--- config.mk ---
export PLATFORM = sky130hd
export DESIGN_NAME = otpByteCtrl
export DESIGN_NICKNAME = d
export VERILOG_FILES = /design/src/rtl/otpPkg.sv /design/src/rtl/otpCtrl.sv /design/src/rtl/otpDatapath.sv /design/src/rtl/otpByteCtrl.sv
export SDC_FILE = /design/constraint.sdc
export NUM_CORES = 2
export LEC_CHECK = 0
export ABC_CLOCK_PERIOD_IN_PS = 3900
export BUFFER_PORTS_ARGS = -buffer_cell sky130_fd_sc_hd__buf_2
export CAP_MARGIN = 25
export CORE_MARGIN = 2
export CORE_UTILIZATION = 50
export DETAILED_ROUTE_END_ITERATION = 6
export GPL_TIMING_DRIVEN = 0
export PLACE_DENSITY_LB_ADDON = 0.08
export SLEW_MARGIN = 20
export SYNTH_ARGS = -nofsm -noshare
export SYNTH_HDL_FRONTEND = slang
export SYNTH_SLANG_ARGS = --single-unit
--- constraint.sdc ---
create_clock -name clk -period 3.9 [get_ports clk]
set_clock_uncertainty 0.1 [all_clocks]
set_input_delay 0.39 -clock clk [delete_from_list [all_inputs] [get_ports clk]]
set_output_delay 0.39 -clock clk [all_outputs]
set_load 0.01 [all_outputs]
--- src/rtl/otpPkg.sv ---
package otpPkg;
  typedef struct packed {
    logic capProg;   // latch row and data for a write
    logic capRead;   // latch row for a read
    logic progOn;    // programming window
    logic preOn;     // precharge phase
    logic wlOn;      // read word line active
    logic saOn;      // sense enable active
    logic commit;    // update array row
    logic latch;     // load output register
  } ctlStrobes_t;
endpackage

--- src/rtl/otpCtrl.sv ---
module otpCtrl
  import otpPkg::*;
#(
  parameter int PROG_CYC = 4,
  parameter int PRE_CYC  = 2,
  parameter int WL_CYC   = 3,
  parameter int SA_CYC   = 2
) (
  input  logic        clk,
  input  logic        rstN,
  input  logic        progStb,
  input  logic        readStb,
  output ctlStrobes_t stb,
  output logic        dataValid,
  output logic        progDone,
  output logic        strobeErr
);
  localparam int MAXC = (PROG_CYC > PRE_CYC ? PROG_CYC : PRE_CYC) > (WL_CYC > SA_CYC ? WL_CYC : SA_CYC)
                      ? (PROG_CYC > PRE_CYC ? PROG_CYC : PRE_CYC) : (WL_CYC > SA_CYC ? WL_CYC : SA_CYC);
  localparam int CW = $clog2(MAXC + 1);

  typedef enum logic [2:0] {S_IDLE, S_PROG, S_PRE, S_WL, S_SENSE} state_t;
  state_t state, nextState;
  logic [CW-1:0] cnt;

  logic [2:0] progSync, readSync;
  logic progRise, readRise, startProg, startRead, conflict, lastCyc;

  always_ff @(posedge clk or negedge rstN) begin
    if (!rstN) begin
      progSync <= '0;
      readSync <= '0;
    end else begin
      progSync <= {progSync[1:0], progStb};
      readSync <= {readSync[1:0], readStb};
    end
  end

  assign progRise  = progSync[1] & ~progSync[2];
  assign readRise  = readSync[1] & ~readSync[2];
  assign conflict  = (state == S_IDLE) && ((progRise && readSync[1]) || (readRise && progSync[1]));
  assign startProg = (state == S_IDLE) && progRise && !readSync[1];
  assign startRead = (state == S_IDLE) && readRise && !progSync[1];

  always_comb begin
    case (state)
      S_PROG:  lastCyc = (cnt == CW'(PROG_CYC - 1));
      S_PRE:   lastCyc = (cnt == CW'(PRE_CYC - 1));
      S_WL:    lastCyc = (cnt == CW'(WL_CYC - 1));
      S_SENSE: lastCyc = (cnt == CW'(SA_CYC - 1));
      default: lastCyc = 1'b0;
    endcase
  end

  always_comb begin
    nextState = state;
    case (state)
      S_IDLE:  if (startProg) nextState = S_PROG;
               else if (startRead) nextState = S_PRE;
      S_PROG:  if (lastCyc) nextState = S_IDLE;
      S_PRE:   if (lastCyc) nextState = S_WL;
      S_WL:    if (lastCyc) nextState = S_SENSE;
      S_SENSE: if (lastCyc) nextState = S_IDLE;
      default: nextState = S_IDLE;
    endcase
  end

  always_ff @(posedge clk or negedge rstN) begin
    if (!rstN) begin
      state     <= S_IDLE;
      cnt       <= '0;
      dataValid <= 1'b0;
      progDone  <= 1'b0;
      strobeErr <= 1'b0;
    end else begin
      state     <= nextState;
      cnt       <= (nextState != state) ? '0 : cnt + 1'b1;
      progDone  <= stb.commit;
      strobeErr <= conflict;
      if (startRead)      dataValid <= 1'b0;
      else if (stb.latch) dataValid <= 1'b1;
    end
  end

  always_comb begin
    stb         = '0;
    stb.capProg = startProg;
    stb.capRead = startRead;
    stb.progOn  = (state == S_PROG);
    stb.preOn   = (state == S_PRE);
    stb.wlOn    = (state == S_WL) || (state == S_SENSE);
    stb.saOn    = (state == S_SENSE);
    stb.commit  = (state == S_PROG) && lastCyc;
    stb.latch   = (state == S_SENSE) && lastCyc;
  end
endmodule

--- src/rtl/otpDatapath.sv ---
module otpDatapath
  import otpPkg::*;
#(
  parameter int ROWS  = 128,
  parameter int WIDTH = 8
) (
  input  logic                     clk,
  input  logic                     rstN,
  input  logic [$clog2(ROWS)-1:0]  addr,
  input  logic [WIDTH-1:0]         dataIn,
  input  ctlStrobes_t              stb,
  output logic [WIDTH-1:0]         dataOut,
  output logic [ROWS-1:0]          wwlN,
  output logic [ROWS-1:0]          rwl,
  output logic [WIDTH-1:0]         posDrv,
  output logic [WIDTH-1:0]         negDrv,
  output logic                     prechg,
  output logic                     senseEnN
);
  localparam int AW = $clog2(ROWS);

  logic [AW-1:0]    rowQ;
  logic [WIDTH-1:0] dataQ;
  logic [WIDTH-1:0] cells [ROWS];

  always_ff @(posedge clk or negedge rstN) begin
    if (!rstN) begin
      rowQ  <= '0;
      dataQ <= '1;
    end else begin
      if (stb.capProg || stb.capRead) rowQ <= addr;
      if (stb.capProg) dataQ <= dataIn;
    end
  end

  // One-way cell model: bits only fall from 1 to 0
  always_ff @(posedge clk or negedge rstN) begin
    if (!rstN) begin
      for (int r = 0; r < ROWS; r++) cells[r] <= '1;
    end else if (stb.commit) begin
      cells[rowQ] <= cells[rowQ] & dataQ;
    end
  end

  always_ff @(posedge clk or negedge rstN) begin
    if (!rstN)          dataOut <= '1;
    else if (stb.latch) dataOut <= cells[rowQ];
  end

  for (genvar r = 0; r < ROWS; r++) begin : g_row
    assign wwlN[r] = ~(stb.progOn && (rowQ == AW'(r)));
    assign rwl[r]  = stb.wlOn && (rowQ == AW'(r));
  end

  assign posDrv   = stb.progOn ? ~dataQ : '0;
  assign negDrv   = stb.progOn ? ~dataQ : '0;
  assign prechg   = stb.preOn;
  assign senseEnN = ~stb.saOn;
endmodule

--- src/rtl/otpByteCtrl.sv ---
module otpByteCtrl
  import otpPkg::*;
#(
  parameter int ROWS     = 128,
  parameter int WIDTH    = 8,
  parameter int PROG_CYC = 4,
  parameter int PRE_CYC  = 2,
  parameter int WL_CYC   = 3,
  parameter int SA_CYC   = 2
) (
  input  logic                    clk,
  input  logic                    rstN,
  input  logic [$clog2(ROWS)-1:0] addr,
  input  logic [WIDTH-1:0]        dataIn,
  input  logic                    progStb,
  input  logic                    readStb,
  output logic [WIDTH-1:0]        dataOut,
  output logic                    dataValid,
  output logic                    progDone,
  output logic                    strobeErr,
  output logic [ROWS-1:0]         wwlN,
  output logic [ROWS-1:0]         rwl,
  output logic [WIDTH-1:0]        posDrv,
  output logic [WIDTH-1:0]        negDrv,
  output logic                    prechg,
  output logic                    senseEnN
);
  ctlStrobes_t stb;

  otpCtrl #(.PROG_CYC(PROG_CYC), .PRE_CYC(PRE_CYC), .WL_CYC(WL_CYC), .SA_CYC(SA_CYC)) uCtrl (
    .clk(clk), .rstN(rstN), .progStb(progStb), .readStb(readStb),
    .stb(stb), .dataValid(dataValid), .progDone(progDone), .strobeErr(strobeErr)
  );

  otpDatapath #(.ROWS(ROWS), .WIDTH(WIDTH)) uData (
    .clk(clk), .rstN(rstN), .addr(addr), .dataIn(dataIn), .stb(stb),
    .dataOut(dataOut), .wwlN(wwlN), .rwl(rwl), .posDrv(posDrv), .negDrv(negDrv),
    .prechg(prechg), .senseEnN(senseEnN)
  );
endmodule

# [After elaboration in Yosys (flattened, before gate mapping)]
# Index checks and enable logic that the tools add are counted.
[totals] reg_bits=1062 latch_bits=0 mem_bits_rw=0 rom_bits=0 input_bits=19 output_inout_bits=285 mem_count=0
[classes] n_addsub=1 multipliers=0 div_mod_pow=0 order_cmp=2 eq_ne=135 n_shift=0 mux=17 n_bitwise=136 reduce_logical=276
[ops] op="$bwmux W1024" n=1
[ops] op="$eq A7 B7 Y1 const B" n=64
[ops] op="$logic_and A1 B1 Y1" n=266
[ops] op="$eq A7 B6 Y1 const B" n=32
[ops] op="$not A1 Y1" n=131
[ops] op="$eq A7 B5 Y1 const B" n=16
[ops] op="$bmux W8 S7" n=1
[ops] op="$demux W8 S7" n=1
[ops] op="$eq A7 B4 Y1 const B" n=8
[ops] op="$mux W8" n=4
[ops] op="$eq A7 B3 Y1 const B" n=4
[ops] op="$mux W3" n=6
[ops] op="$eq A7 B2 Y1 const B" n=2
[ops] op="$eq A3 B2 Y1 const B" n=4
[ops] op="$pmux W3 S4" n=1
[ops] op="$and A8 B8 Y8" n=1
[ops] op="$ge A8 B8 Y1 const B" n=1
[ops] op="$lt A8 B1 Y1 const B" n=1
[ops] op="$not A7 Y8" n=1
[ops] op="$not A8 Y8" n=1
[ops] op="$eq A7 B1 Y1 const B" n=1
[ops] op="$logic_not A7 Y1" n=1
[ops] op="$eq A3 B1 Y1 const B" n=2
[ops] op="$reduce_or A2 Y1" n=2
[ops] op="10 further kinds" n=15

# [Depth between registers and ports, before layout]
[depth] word_depth=9 ltp_mapped=16

# [By module]
# Synthesis repeated with hierarchy kept, for this count alone.
[hier_totals] hier_cells=4818 area_unflattened_um2=50617.3
[by_module_without_submodules] module="otpDatapath" n_inst=1 cells_each=4749 area_per_inst_um2=49885.3
[by_module_without_submodules] module="otpCtrl" n_inst=1 cells_each=69 area_per_inst_um2=732.0

# [Worst setup path after synthesis]
# No wires, ideal clock.
[synth_timing] path_kind="register -> output" from="reg uData.rowQ[0]" to="out wwlN[23]" arrival_ps=2588 slack_ps=822 stages_incl_launch_ff=14 n_path_buf=10 cell_sequence="dfrtp_1 -> buf_6 -> buf_12 -> buf_12 -> buf_8 -> buf_12 -> buf_8 -> buf_8 -> buf_4 -> nand2_1 -> nor2_1 -> buf_2 -> buf_1 -> nand2_1"
[synth_between] elab_chain_cells=3
[synth_lines] item="start: declaration" line_no="otpDatapath.sv:22" source="logic [AW-1:0] rowQ;"
[synth_lines] item="start signal: assignment" line_no="otpDatapath.sv:31" source="if (stb.capProg || stb.capRead) rowQ <= addr;"
[synth_lines] item="$eq A7 B5 Y1" line_no="otpDatapath.sv:51" source="assign wwlN[r] = ~(stb.progOn && (rowQ == AW'(r)));"
[synth_lines] item="$logic_and A1 B1 Y1" line_no="otpDatapath.sv:51"
[synth_lines] item="$not A1 Y1" line_no="otpDatapath.sv:51"
[synth_lines] item="end: declaration" line_no="otpByteCtrl.sv:21" source="output logic [ROWS-1:0] wwlN,"
# No other way between the ends.

# [Final worst setup path]
[layout_timing] from="reg uData.rowQ[3]" to="out wwlN[82]"
[layout_between] elab_chain_cells=3
[layout_lines] item="$eq A7 B7 Y1" line_no="otpDatapath.sv:51"
[layout_lines] item="$logic_and A1 B1 Y1" line_no="otpDatapath.sv:51"
[layout_lines] item="$not A1 Y1" line_no="otpDatapath.sv:51"
# No other way between the ends.

==> metrics.md <==
| Metric | Value |
|---|---|
| Status | `complete, but fails checks` |
| Failing checks | `setup timing` |
| Max rail drop VDD | `approximately 0.52 mV` |
| Core Region | `105000 sq um` |
| Worst slew pin tran | `1.091 ns` |
| Die height | `328.8 um` |
| Pre-Repair DR Iteration Count | `7` |
| Post-Route M1 WL | `84120 um` |
| Met3 wire length | `24570 um` |
| Mapped Avg Cell Area | `10.78 sq um` |
| Post-Synthesis Cells | `4894` |
| Initial antenna violation count | `6` |
| Hold WC Path Type | `primary input to asynchronous set/reset pin` |
| H-Tree Depth | `3` |
| Commonest non-fill, non-tap cell in the layout | `dfstp_2` |
| F_max | `between 0.2 and 0.3 GHz` |
| Pin count of the biggest net entering global routing | `138` |
| Vias in the first global route | `42.29k` |
| Post-synth EDFFs | `0` |
| Crit-path cells | `buf_8 > buf_12 > buf_12 > buf_8 > buf_12 > buf_12 > nand2b_4 > buf_4 > nor2_4 > buf_4 > nand2_2 > buf_2` |
| Critical path peak fanout | `10` |
| WL final | `219100 um` |
| CP endpoint kind | `output port` |
| # fillers | `about 9k` |
| Cts bufs inserted | `between 100 and 150` |
| Leak pwr | `0.02300 uW` |
| Cell taking the most area after synthesis | `dfstp_2` |
| Final setup fails | `147` |
| Count of cell types in the netlist | `78` |
| All-Layer GR Usage | `about 40%` |
| Worst stage delay on the critical path | `between 0.4 and 0.5 ns` |
| Main synth FF type | `dfstp_2` |
| Worst Path Required | `3.41 ns` |
| Die Width | `328.8 um` |
| Antenna viol nets, final | `0` |
| Via count | `44.28k` |
| Maximum Capacitance Violations | `0` |
| Post-synth top area share | `51.80%` |
| Cell area after layout | `63400 sq um` |
| Nets | `~5.5k` |
| Slew Limit Fails | `0` |
| Cell Area, Synth | `52760 sq um` |
| Fin. Hold Viols | `0` |
| First-pass GRT wire length | `a little over 300000 um` |
| DR top layer | `met5` |
| CP Class | `register to output port` |
| Critical-path top delay cell | `dfrtp_2` |
| Worst skew pair latency | `about 0.74 ns` |
| Initial cell density of the core | `50.26%` |
| Reg2Reg Depth | `13` |
| Layout cells sized above 1 | `42.35%` |
| Hold WS | `~0.13 ns` |
| Synth Net Count | `4914` |
| Yosys warnings | `0` |
| Nature of the critical path startpoint | `register` |
| Iter 0 DRT Violations | `5297` |
| Slew margin rel. | `26.10%` |
| Port-buffer cells | `303` |
| Cell Rows | `about 120` |
| GR Overflow Total | `0` |
| I/O pin cnt | `304` |
| Syn-to-layout area delta | `20.18%` |
| Top post-synthesis cells by area | `dfstp_2 (52%), mux4_2 (9.4%), mux2i_1 (6.6%)` |
| Die area | `108100 sq um` |
| Reg clk slew, reported paths | `0.06 ns` |
| CP arrival | `3.48 ns` |
| Via density | `6.386` |
| DRC | `0` |
| CTS tree | `yes` |
| Sequential element share of the synthesized area | `52.84%` |
| Num Clock Sinks | `1062` |
| Root buffer cell | `clkbuf_16` |
| Post-DP Area | `56620 sq um` |
| Min Clock Period, post-route | `3.975 ns` |
| RSZ-0062 raised after global routing | `true` |
| Half-perimeter wire length after placement | `154000 um` |
| Met2 Wirelength | `~94000 um` |
| Final period utilization | `101.9%` |
| Commonest cells after routing, fill and taps aside | `dfstp_2 (1040), nand2_1 (655), o21ai_0 (520), a21oi_1 (474), nor2_1 (450)` |
| Average wire per standard cell | `around 32 um` |
| Clock Path Buffers | `3` |
| GP Congestion | `0.9815` |
| Synth Register Bits | `roughly 1.1k` |
| CP most frequent cell | `buf_12` |
| Overall Power | `46160 uW` |
| FFs w/ async S/R, synth | `100.0%` |
| PwrDens | `about 730 nW/um^2` |
| Final WS setup | `-0.07471 ns` |
[stage by stage]
step                worst slack, ns  cells  setup TNS, ns  util, %
CTS                        -0.06829   6908        -0.6152    59.90
global placement             -20.63   6588              -    53.36
global route               -0.01114   6930       -0.01646    60.39
detailed placement           -1.716   6618       -1157.67    53.94
finish                     -0.07471   6934         -3.841    60.40
floorplan                    0.8218   4894              0        -
[layer usage]
| metal | GRT usage (%) | up-vias |
|---|---|---|
| li1 | - | 18720 |
| met1 | 52.81 | 22260 |
| met2 | 57.92 | 2598 |
| met3 | 12.16 | 698 |
| met4 | 24.95 | 12 |
| met5 | 0 | - |
[sequential cells by signal, summed over array words and instances, names as in the netlist]
signal           flops
uCtrl.cnt            3
uCtrl.dataValid      1
uCtrl.progDone       1
uCtrl.progSync       3
uCtrl.readSync       3
uCtrl.state          3
uCtrl.strobeErr      1
uData.cells       1024
uData.dataOut        8
uData.dataQ          8
uData.rowQ           7
[worst paths after layout]
| path | slack, ns | from | to |
|---|---|---|---|
| worst max-delay path | -0.07 | uData.rowQ[3]$_DFFE_PN0P_ | wwlN[82] |
| worst min-delay path | 0.13 | rstN | uCtrl.dataValid$_DFFE_PN0P_ |
| worst max register to register | -0.06 | uData.rowQ[3]$_DFFE_PN0P_ | uData.cells[564]$_DFFE_PN1P_ |
| worst min register to register | 0.25 | uCtrl.progSync[0]$_DFF_PN0_ | uCtrl.progSync[1]$_DFF_PN0_ |
| max in group asynchronous | 1.52 | rstN | uData.cells[773]$_DFFE_PN1P_ |
| min in group clk | 0.19 | readStb | uCtrl.readSync[0]$_DFF_PN0_ |
[area by class of cell]
type                    instances  area [sq um]  share of cell area, %
flip-flops and latches       1062         27880                  43.97
multi-input cells            3424         23390                  36.89
clock buffers                 173          3540                  5.583
plain buffers                 396          3374                  5.323
repair buffers                434          3010                  4.748
well taps                    1391          1740                  2.745
clock inverters                44         431.7                 0.6809
inverters                       6         22.52                0.03552
diodes                          4         10.01                0.01579
[power by group]
part,total (uW),switching [uW],internal [uW]
Sequential,13400,712,12700
Combinational,21200,15000,6270
Clock,11500,4820,6710
[critical path, delay by kind of cell, from the launching register on]
family | cells | cell delay (ns)
AND/OR/NAND/NOR | 3 | 0.53
flip-flops | 1 | 0.45
buffers and inverters | 9 | 1.72
[cells in the mapped netlist, types with 36 or more instances]
cell      count
dfstp_2    1040
nand2_1     682
o21ai_0     520
a21oi_1     475
nor2_1      473
mux2i_1     348
mux4_2      220
clkbuf_1    215
nand3_1     155
nor3_1      135
a31oi_1     117
buf_2        82
buf_6        36
[kinds of logic after synthesis]
logic type               share of synthesized area [%]
AO/OA/AOI/OAI                                    13.03
multiplexers                                     17.28
XOR/XNOR                                       0.03321
flip-flops                                       52.84
adder cells (fa/ha/maj)                        0.04269
AND/OR/NAND/NOR                                  12.66
buffers and inverters                            4.117
[timing repair]
| item | in CTS | in global routing |
|---|---|---|
| setup endpoints to repair | 1288 | 755 |
| pin swaps | 26 | 8 |
| endpoints found under the hold margin | 88 | 0 |
| gates cloned | 0 | 2 |
| hold buffers | 18 | 0 |
| setup buffers | 57 | 25 |
| gates resized for setup | 460 | 103 |
(Power assumes the default switching activity.)
